==> config.mk <==
export PLATFORM = sky130hd
export DESIGN_NAME = mdrv_interlock
export DESIGN_NICKNAME = d
export VERILOG_FILES = /design/src/rtl/mdrv_pkg.sv /design/src/rtl/mdrv_fault_latch.sv /design/src/rtl/mdrv_bus_monitor.sv /design/src/rtl/mdrv_fault_encoder.sv /design/src/rtl/mdrv_interlock.sv
export SDC_FILE = /design/constraint.sdc
export NUM_CORES = 1
export LEC_CHECK = 0
export CORE_AREA = 2 2 39 41
export DETAILED_ROUTE_END_ITERATION = 7
export DIE_AREA = 0 0 41 43
export DONT_BUFFER_PORTS = 1
export GPL_ROUTABILITY_DRIVEN = 0
export REMOVE_ABC_BUFFERS = 1
export SYNTH_ARGS = -nofsm -noshare
export SYNTH_HDL_FRONTEND = slang
export SYNTH_SLANG_ARGS = --single-unit
==> constraint.sdc <==
create_clock -name clk -period 1.6 [get_ports clk]
set_input_delay 0.08 -clock clk [delete_from_list [all_inputs] [get_ports clk]]
set_output_delay 0.08 -clock clk [all_outputs]
set_load 0.02 [all_outputs]
==> src/rtl/mdrv_pkg.sv <==
package mdrv_pkg;
  localparam int NSRC = 5;

  // latch index; index + 1 is the reported code, so order is priority
  localparam int SRC_ESTOP = 0;
  localparam int SRC_OCP   = 1;
  localparam int SRC_OV    = 2;
  localparam int SRC_UV    = 3;
  localparam int SRC_STALL = 4;

  typedef enum logic [2:0] {
    FLT_NONE  = 3'd0,
    FLT_ESTOP = 3'd1,
    FLT_OCP   = 3'd2,
    FLT_OV    = 3'd3,
    FLT_UV    = 3'd4,
    FLT_STALL = 3'd5
  } flt_e;
endpackage

==> src/rtl/mdrv_fault_latch.sv <==
module mdrv_fault_latch (
  input  logic clk,
  input  logic rst_n,
  input  logic set_i,
  input  logic clr_req_i,
  input  logic clr_ok_i,
  output logic q_o
);
  always_ff @(posedge clk) begin
    if (!rst_n)                      q_o <= 1'b0;
    else if (set_i)                  q_o <= 1'b1;
    else if (clr_req_i && clr_ok_i)  q_o <= 1'b0;
  end

  // a latched fault persists without a qualified clear
  a_r3_latch_holds: assert property (@(posedge clk) disable iff (!rst_n)
    (q_o && !(clr_req_i && clr_ok_i)) |=> q_o);
  // release only through a qualified clear with the cause gone
  a_r8_release_needs_clear: assert property (@(posedge clk) disable iff (!rst_n)
    $fell(q_o) |-> $past(clr_req_i && clr_ok_i && !set_i));
  // reset leaves the latch empty
  a_r11_reset_clears: assert property (@(posedge clk)
    !rst_n |=> !q_o);
endmodule

==> src/rtl/mdrv_bus_monitor.sv <==
module mdrv_bus_monitor #(
  parameter int VBUS_W   = 12,
  parameter int OV_LIMIT = 2400,
  parameter int UV_LIMIT = 1440,
  parameter int UV_HYST  = 8
) (
  input  logic [VBUS_W-1:0] vbus_i,
  output logic              ov_cond_o,
  output logic              uv_cond_o,
  output logic              ov_clr_ok_o,
  output logic              uv_clr_ok_o
);
  localparam logic [VBUS_W:0] OV_L  = (VBUS_W+1)'(OV_LIMIT);
  localparam logic [VBUS_W:0] UV_L  = (VBUS_W+1)'(UV_LIMIT);
  localparam logic [VBUS_W:0] UV_RL = (VBUS_W+1)'(UV_LIMIT + UV_HYST);

  logic [VBUS_W:0] v;
  assign v = {1'b0, vbus_i};

  assign ov_cond_o   = v > OV_L;
  assign uv_cond_o   = v < UV_L;
  assign ov_clr_ok_o = v <= OV_L;
  assign uv_clr_ok_o = v >= UV_RL;

  // release threshold sits above the trip threshold
  always_comb begin
    if (uv_clr_ok_o) a_r9_hyst_band: assert (!uv_cond_o);
  end
endmodule

==> src/rtl/mdrv_fault_encoder.sv <==
module mdrv_fault_encoder
  import mdrv_pkg::*;
#(
  parameter int N = NSRC
) (
  input  logic         clk,
  input  logic         rst_n,
  input  logic [N-1:0] flags_i,
  output logic [7:0]   code_o
);
  always_comb begin
    code_o = 8'(FLT_NONE);
    for (int i = N - 1; i >= 0; i--) begin
      if (flags_i[i]) code_o = 8'(i + 1);
    end
  end

  // zero code exactly when nothing is latched
  a_r7_code_zero: assert property (@(posedge clk) disable iff (!rst_n)
    (code_o == 8'd0) == (flags_i == '0));
  // the reported source is itself latched
  a_r7_code_valid: assert property (@(posedge clk) disable iff (!rst_n)
    (code_o != 8'd0) |-> flags_i[code_o[2:0] - 3'd1]);
endmodule

==> src/rtl/mdrv_interlock.sv <==
module mdrv_interlock
  import mdrv_pkg::*;
#(
  parameter int          VBUS_W   = 12,
  parameter int          OV_LIMIT = 2400,
  parameter int          UV_LIMIT = 1440,
  parameter int          UV_HYST  = 8,
  parameter logic [7:0]  CLR_CODE = 8'h03
) (
  input  logic              clk,
  input  logic              rst_n,
  input  logic              estop_n,
  input  logic              ocp_trip,
  input  logic [VBUS_W-1:0] vbus_code,
  input  logic              stall_flag,
  input  logic              pwm_req,
  input  logic              cmd_valid,
  input  logic [7:0]        cmd_byte,
  output logic              gate_en,
  output logic              force_off,
  output logic [7:0]        fault_code
);
  logic [NSRC-1:0] cond, clr_ok, lat;
  logic            ov_c, uv_c, ov_ok, uv_ok;
  logic            clr_req, hw_active, hw_kill;

  mdrv_bus_monitor #(
    .VBUS_W(VBUS_W), .OV_LIMIT(OV_LIMIT),
    .UV_LIMIT(UV_LIMIT), .UV_HYST(UV_HYST)
  ) u_bus (
    .vbus_i(vbus_code), .ov_cond_o(ov_c), .uv_cond_o(uv_c),
    .ov_clr_ok_o(ov_ok), .uv_clr_ok_o(uv_ok)
  );

  always_comb begin
    cond[SRC_ESTOP]   = !estop_n;
    cond[SRC_OCP]     = ocp_trip;
    cond[SRC_OV]      = ov_c;
    cond[SRC_UV]      = uv_c;
    cond[SRC_STALL]   = stall_flag;
    clr_ok[SRC_ESTOP] = estop_n;
    clr_ok[SRC_OCP]   = !ocp_trip;
    clr_ok[SRC_OV]    = ov_ok;
    clr_ok[SRC_UV]    = uv_ok;
    clr_ok[SRC_STALL] = !stall_flag;
  end

  assign clr_req = cmd_valid && (cmd_byte == CLR_CODE);

  for (genvar g = 0; g < NSRC; g++) begin : g_lat
    mdrv_fault_latch u_lat (
      .clk(clk), .rst_n(rst_n), .set_i(cond[g]),
      .clr_req_i(clr_req), .clr_ok_i(clr_ok[g]), .q_o(lat[g])
    );
  end

  mdrv_fault_encoder #(.N(NSRC)) u_enc (
    .clk(clk), .rst_n(rst_n), .flags_i(lat), .code_o(fault_code)
  );

  // hardware trip path: no register between the pins and the outputs
  assign hw_active = !estop_n || ocp_trip;
  assign hw_kill   = hw_active || lat[SRC_ESTOP] || lat[SRC_OCP];
  assign force_off = hw_kill;
  assign gate_en   = rst_n && pwm_req && !hw_kill && (lat == '0);

  // live trips kill the gate at once
  a_r1_estop_kills: assert property (@(posedge clk) disable iff (!rst_n)
    !estop_n |-> (!gate_en && force_off));
  a_r2_ocp_kills: assert property (@(posedge clk) disable iff (!rst_n)
    ocp_trip |-> (!gate_en && force_off));
  // overvoltage reading latches at the edge
  a_r4_ov_latches: assert property (@(posedge clk) disable iff (!rst_n)
    (vbus_code > VBUS_W'(OV_LIMIT)) |=> (fault_code != 8'd0) && !gate_en);
  // request cannot override a latched fault
  a_r10_no_override: assert property (@(posedge clk) disable iff (!rst_n)
    (lat != '0) |-> !gate_en);
  a_r10_req_low: assert property (@(posedge clk) disable iff (!rst_n)
    !pwm_req |-> !gate_en);
endmodule

Word-level counts from Yosys, hierarchy flattened
Index checks and enable logic that the tools add are counted.
{ "op_classes": {"n_reduce_logical": 21, "n_eq_ne": 2, "muxes": 15, "order_cmp": 4} }
{ "op_table": {"columns": ["op", "n"], "rows": [
  ["two-way mux 3 bit", 5],
  ["greater-or-equal comparator 12 x 11 -> 1 bit (second input constant)", 1],
  ["> comparator 12 bit (second input constant)", 1],
  ["less-or-equal comparator 12 bit (second input constant)", 1],
  ["less-than comparator 12 x 11 -> 1 bit (second input constant)", 1],
  ["two-way mux 1 bit", 10],
  ["logical AND 1 bit", 9],
  ["equality test 8 x 2 -> 1 bit (second input constant)", 1],
  ["nonzero test 2 bit", 4],
  ["zero test 5 bit", 1],
  ["zero test 1 bit", 4],
  ["logical OR 1 bit", 3],
  ["inequality test 2 x 1 -> 1 bit (second input constant)", 1]
]} }
{ "word_totals": {"word_cells": 47, "reg_bits": 5, "inputBits": 27, "output_inout_bits": 10} }

Longest topological paths before layout
Gate-level depths: netlist of the first run.
{ "logic_depth": {"ltp_word": 7, "ltp_mapped": 4, "mapped_depth_nobuf": 4} }

Modules after synthesis
Synthesis of the first run repeated with hierarchy kept, for this count alone.
{ "hier_totals": {"hier_cells": 54, "area_unflattened_um2": 404.1} }
{ "modules_own_cells": {"columns": ["mod", "area_per_inst_um2", "n_inst", "cells_per_inst", "seq_area_each_um2"], "rows": [
  ["mdrv_fault_latch", 35.0, 5, 4, 20.0],
  ["mdrv_fault_encoder", 78.8, 1, 13, 0.0],
  ["mdrv_interlock", 76.3, 1, 9, 0.0],
  ["mdrv_bus_monitor", 73.8, 1, 12, 0.0]
]} }

Least setup slack after synthesis of the first run
OpenSTA, ideal clock, no wires.
{ "synth_timing": {"kind": "reg2out", "start": "register g_lat[1].u_lat.q_o", "end": "output port gate_en", "arrival_time_ns": 1.262, "setup_slack_ns": 0.258, "stages_incl_launch_ff": 3, "required_time_ns": 1.520, "n_path_buf": 0, "cell_sequence": "dfxtp_1 -> or4b_4 -> nor3_2"} }
{ "synth_via": {"elab_chain_cells": 4, "elab_cells_between_ends": 5, "classes_between": "reduce/logical: 5"} }
{ "synth_rtl": {"columns": ["element", "line_no", "source"], "rows": [
  ["from (decl)", "mdrv_fault_latch.sv:7", "output logic q_o"],
  ["from (signal assigned)", "mdrv_fault_latch.sv:10", "if (!rst_n) q_o <= 1'b0;"],
  ["from (signal assigned)", "mdrv_fault_latch.sv:11", "else if (set_i) q_o <= 1'b1;"],
  ["from (signal assigned)", "mdrv_fault_latch.sv:12", "else if (clr_req_i && clr_ok_i) q_o <= 1'b0;"],
  ["logical OR 1 bit", "mdrv_interlock.sv:63", "assign hw_kill = hw_active || lat[SRC_ESTOP] || lat[SRC_OCP];"],
  ["named net force_off", "mdrv_interlock.sv:20", "output logic force_off,"],
  ["zero test 1 bit", "mdrv_interlock.sv:65", "assign gate_en = rst_n && pwm_req && !hw_kill && (lat == '0);"],
  ["logical AND 1 bit (2 in series)", "mdrv_interlock.sv:65", null],
  ["to (decl)", "mdrv_interlock.sv:19", "output logic gate_en,"]
]} }
The timed path passes the listed nets, and every way through them passes these cells.

Final worst setup path of the first run
Same ends and word-level chain as after synthesis.

==> results of run 1 <==
-- cells in the final DEF, fill, tap and decap left out, drive strengths merged, types with 2 or more instances in the layout --
master | netlist | routed
nor2b | 4 | 4
nor4 | 3 | 3
nor2 | 5 | 5
dlygate4sd3 | 0 | 5
a21oi | 3 | 3
clkbuf | 0 | 4
conb | 1 | 5
dfxtp | 5 | 5
a21boi | 2 | 2
-- final cells by class --
class / count / share of cell area [%]
clock buffers: 4 / 5.88
inverters: 1 / 0.840
multi-input cells: 36 / 53.5
flip-flops and latches: 5 / 22.4
well taps: 16 / 4.48
repair buffers: 6 / 12.9
-- report_power, final --
group,total [W],internal (W),switching [W]
clock,0.000144,0.0000942,0.0000501
sequential,0.000147,0.000135,0.0000119
combinational,0.0000768,0.0000344,0.0000424
-- metrics by stage --
step | hold WS, ns | util [%] | worst slack [ns] | instances
6_report | 0.0216 | 32.3 | 0.0860 | 68
2_1_floorplan | 0.186 | - | 0.258 | 42
5_1_grt | 0.00290 | 32.3 | 0.0291 | 68
3_3_place_gp | 0.191 | 26.3 | 0.235 | 59
3_5_place_dp | 0.194 | 26.3 | 0.219 | 59
4_1_cts | 0.00127 | 31.6 | 0.0231 | 67
-- cell families after synthesis --
| family | after synthesis | synth area share [%] |
|---|---|---|
| flops | 5 | 27.9 |
| simple gates | 20 | 36.2 |
| buf+inv | 6 | 11.5 |
| other cells | 1 | 1.04 |
| compound gates | 11 | 23.3 |
-- what timing repair did --
| item | in CTS | in global routing |
|---|---|---|
| setup buffers | 0 | 0 |
| gates resized for setup | 1 | 0 |
| pin swaps | 0 | 1 |
| endpoints found under the hold margin | 3 | 2 |
| hold buffers | 4 | 1 |
| setup endpoints to repair | 1 | 1 |
-- path summary, 6_finish.rpt --
| check | from | slack, ns | end |
|---|---|---|---|
| worst max-delay path | g_lat[1].u_lat.q_o | 0.09 | gate_en |
| worst min register to register | g_lat[3].u_lat.q_o | 0.56 | g_lat[3].u_lat.q_o |
| worst min-delay path | ocp_trip | 0.02 | g_lat[1].u_lat.q_o |
| worst max register to register | g_lat[0].u_lat.q_o | 0.32 | g_lat[0].u_lat.q_o |
-- routing by layer --
layer | global-route usage [%] | part of all wire (%)
met5 | 0 | 0
met4 | 8.00 | 1.2
met3 | 6.28 | 14
met2 | 15.6 | 50
met1 | 8.74 | 35
==> results.md, run 1 <==
- First-pass GRT wire length: between 1000 and 1500 um
- Worst min-delay path class: in2reg
- Cell area after synthesis: 359 um2
- Crit path cell chain: or4b_4 -> nor3_4
- # nets final: 80
- Status: finished, final reports clean
- Fmax: 660 MHz
- Hold Path Depth: 2
- Effective utilization at floorplan: 25.9%
- Largest regs: g_lat.u_lat.q_o: 5 flops
- Clk pin slew, worst setup/hold paths: 0.04 ns
- Root Driver: clkbuf_4
- Maxcap violations: 0
- Largest net degree at the start of global routing: 7
- Hold Fails Final Rpt: 0
- DP Area: between 300 and 400 um2
- Worst EP arrival: 1.43 ns
- CTS tree: yes
- Final min period: approximately 1.5 ns
- CP max-delay cell: or4b_4
- Synth top area share: about 28%
- Multi-input combinational cell area: 239 um2
- Vias in the first global route: 316
- Sink Count: 5
- Critical path class: reg2out
- Core area: 1380 um2
- Final ANT Viol Nets: 0
- Vias/cell: approximately 5.3
- P per Cell Area: 825 nW/um2
- Die width: 41 um
- Register name with the most flops: g_lat.u_lat.q_o
- Ratio of cells with drive above 1 in the final layout: 13.5%
- Most used DFF post-synth: dfxtp_1
- Critical Path Sink Type: output pin
- Setup violations, final: 0
- Layout Area Growth over Synthesis: 24.4%
- Clock tree skew after final layout: 0 ns
- Synth area leader: dfxtp_1
- Initial antenna violation count: 0
- Clk_lat worst skew: between 0.2 and 0.25 ns
- Setup TNS: 0 ns
- Power Total: roughly 0.00037 W
- DR WL/cell: 13.0 um
- R2r worst-path depth: 3
- Post-synth EDFFs: 0
- Register area: 100 um2
- Startpoint type of the worst setup path: flop
- Post-Syn Area per Cell: 8.35 um2
- FILL cells: 154
- Die area: ~1800 um2
- Ys async rst share: 0%
- Register area share after synthesis: 27.9%
- Tcrit/Tclk final: 94.6%
- Commonest cells in the netlist: 5 x buf_4, 5 x dfxtp_1, 5 x nor2_1, 4 x nor2b_1
- DR vias: 359
- CP Buf/Inv Count: 0
- Overflow after GRT: 0
- # DRC: 0
- Critical Path Stages: 2
- Total GRT Usage: between 10% and 20%
- Post-Layout Inst Area: 447 um2
- Synth cell types: 23
- Max FFs per register: 5
- RSZ-0062 raised after global routing: no
- 1st-iter DRT viols: 3
- IO Port Bufs: 0
- DRT Pass-1 Iters: 4
- Post-synthesis register bit count: 5
- Max Slew Vio Count: 0
- Worst Path Max Fanout: 5
- CTS Buffer Depth: 2
- Chip Height: 43 um
- Ys Warns: 0
- CTS Buf Count: 3
- Worst VDD drop: 268 uV
- Delay-heaviest family, CP: simple AND/OR/NAND/NOR gates
- I/O Pins: 37
- Synth area leaders: dfxtp_1 28%, buf_4 10%, nor2b_1 7.0%, nor2_1 5.2%, nor4_1 5.2%
- Mapped Cells: 43
- Antenna cell count: 0
- Post-Route WL: 881 um
- H-tree depth: 1
- Row count: 14
- Biggest cell delay along the critical path: 0.61 ns
- Critical Path RT: 1.52 ns
- Pleak: approximately 0.17 nW
Power figures use the tool's default switching activity.
==> run 2: changes to the inputs <==
Settings changed: CELL_PAD_IN_SITES_DETAIL_PLACEMENT set to 0, CELL_PAD_IN_SITES_GLOBAL_PLACEMENT set to 1, HOLD_SLACK_MARGIN set to 0.03, PLACE_DENSITY_LB_ADDON set to 0.1.
==> run 2 against run 1 <==
  * Die area unchanged
  * Clock power shrank 3%
  * Non-clock buffer count is the same
  * Clock skew stayed put
  * Utilization unchanged
  * Critical path depth unchanged
  * Setup slack worse by 0.036 ns
  * Maximum frequency decreased by 2.3%
  * Sequential power about the same
  * Count of clock-buffer cells in the layout did not move
  * Sequential share of layout area did not move
  * Critical endpoint unchanged
==> results.md, run 2 (synthesis results as in run 1) <==
- P per Cell Area: 815 nW/um2
- Chip Height: between 40 and 50 um
- 1st-iter DRT viols: 3
- CTS tree: yes
- Final min period: 1.55 ns
- Pleak: 0.175 nW
- # nets final: 80
- CTS Buf Count: 3
- Layout Area Growth over Synthesis: 24.4%
- IO Port Bufs: 0
- Hpwl dp: 725 um
- Seq pwr share: 40.4%
- Effective utilization at floorplan: 25.9%
- Critical path class: reg2out
- DR vias: around 360
- Setup violations, final: 0
- Worst min-delay path class: in2reg
- I/O Pins: 37
- Max Slew Vio Count: 0
- Die width: 41 um
- DRT Pass-1 Iters: 3
- Total GRT Usage: 11.7%
- Most frequent cells in the layout: 5 x nor2_1, 5 x conb_1, 5 x dfxtp_1, 5 x dlygate4sd3_1, 4 x nor2b_1
- Combinational share of power: 21.1%
- Initial antenna violation count: 0
- Worst Path Max Fanout: 5
- Setup TNS: 0 ns
- Hold Fails Final Rpt: 0
- Post CTS Setup Buffer Count: 0
- Sink Count: 5
- Core Util, Final: 32.3%
- FILL cells: 146
- Clock power share: about 39%
- Status: finished, final reports clean
- Clk pin slew, worst setup/hold paths: ~0.040 ns
- Final ANT Viol Nets: 0
- First-pass GRT wire length: 1380 um
- DR WL/cell: between 10 and 15 um
- CP max-delay cell: or4b_4
- Die area: approximately 1800 um2
- Largest net degree at the start of global routing: 6
- Root Driver: clkbuf_4
- RSZ-0062 raised after global routing: no
- CTS Buffer Depth: 2
- Crit path cell chain: or4b_4 -> nor3_4
- Clk_lat worst skew: 0.23 ns
- Maxcap violations: 0
- Register name with the most flops: g_lat.u_lat.q_o
- Core area: between 1000 and 1500 um2
- Critical Path RT: 1.52 ns
- H-tree depth: 1
- P_int: 0.000264 W
- Ratio of cells with drive above 1 in the final layout: a little over an eighth
- Biggest cell delay along the critical path: 0.61 ns
- Worst VDD drop: 463 uV
- Fmax: 645 MHz
- Overflow after GRT: 0
- Max FFs per register: 5
- Critical Path Sink Type: output pin
- P_sw: 0.000101 W
- Startpoint type of the worst setup path: flop
- Tcrit/Tclk final: between 90 and 100%
- Switching share of total power: between 20% and 30%
- Vias/cell: around 5.2
- Vias in the first global route: between 300 and 400
- Worst EP arrival: 1.47 ns
- Antenna cell count: 0
- Clock tree skew after final layout: 0 ns
- # DRC: 0
- Post-Route WL: 890 um
- Largest regs: g_lat.u_lat.q_o: 5 flops
- Row count: 14
run 2: cell counts in the layout (fill, tap and decap cells not counted):
No cell type changed its count.
run 2: worst max-delay path: cells and delay by family, from the launching register on:
family,cells,cell delay (ns)
AND/OR/NAND/NOR,2,0.90
flip-flops,1,0.34
run 2: path summary, 6_finish.rpt:
path / startpoint / endpoint / slack (ns) / cells after the start
worst max-delay path: g_lat[1].u_lat.q_o / gate_en / 0.05 / 2
worst max register to register: g_lat[0].u_lat.q_o / g_lat[0].u_lat.q_o / 0.36 / 3
worst min register to register: g_lat[1].u_lat.q_o / g_lat[1].u_lat.q_o / 0.56 / 2
worst min-delay path: vbus_code[11] / g_lat[2].u_lat.q_o / 0.06 / 2
run 2: layout make-up:
type                            instances  area, um2  area share [%]
Clock buffer                            4       26.3            5.88
Inverter                                1       3.75           0.840
Multi-Input combinational cell         36        239            53.5
Sequential cell                         5        100            22.4
Tap cell                               16       20.0            4.48
Timing Repair Buffer                    6       57.6            12.9
run 2: repair_timing:
item                                   in CTS  in global routing
setup endpoints to repair                   1                  0
hold buffers                                5                  0
endpoints found under the hold margin       5                  0
gates resized for setup                     1                  0
run 2: stage by stage:
step | hold WS, ns | setup WS [ns] | cells | total power, W | instance area (um2)
2_1_floorplan | 0.186 | 0.258 | 42 | 0.000202 | 337
4_1_cts | 0.0591 | 0.0351 | 68 | 0.000374 | 447
3_3_place_gp | 0.189 | 0.232 | 59 | 0.000211 | 364
3_5_place_dp | 0.192 | 0.231 | 59 | 0.000213 | 364
6_report | 0.0641 | 0.0497 | 68 | 0.000364 | 447
5_1_grt | 0.0793 | 0.00304 | 68 | 0.000395 | 447
run 2: power groups by stage:
stage,logic [W],registers (W),clock network [W]
floorplan,0.0000561,0.000146,0
global placement,0.0000631,0.000148,0
detailed placement,0.0000637,0.000149,0
CTS,0.0000767,0.000147,0.000150
global route,0.0000839,0.000149,0.000162
finish,0.0000767,0.000147,0.000140
run 2: layer usage:
layer / vias to the layer above / GRT usage (%) / routed length [um]
li1: 176 / - / -
met3: 0 / 5.24 / 122
met1: 153 / 12.6 / 314
met5: - / 0 / 0
met4: 0 / 6.00 / 0
met2: 26 / 18.1 / 453
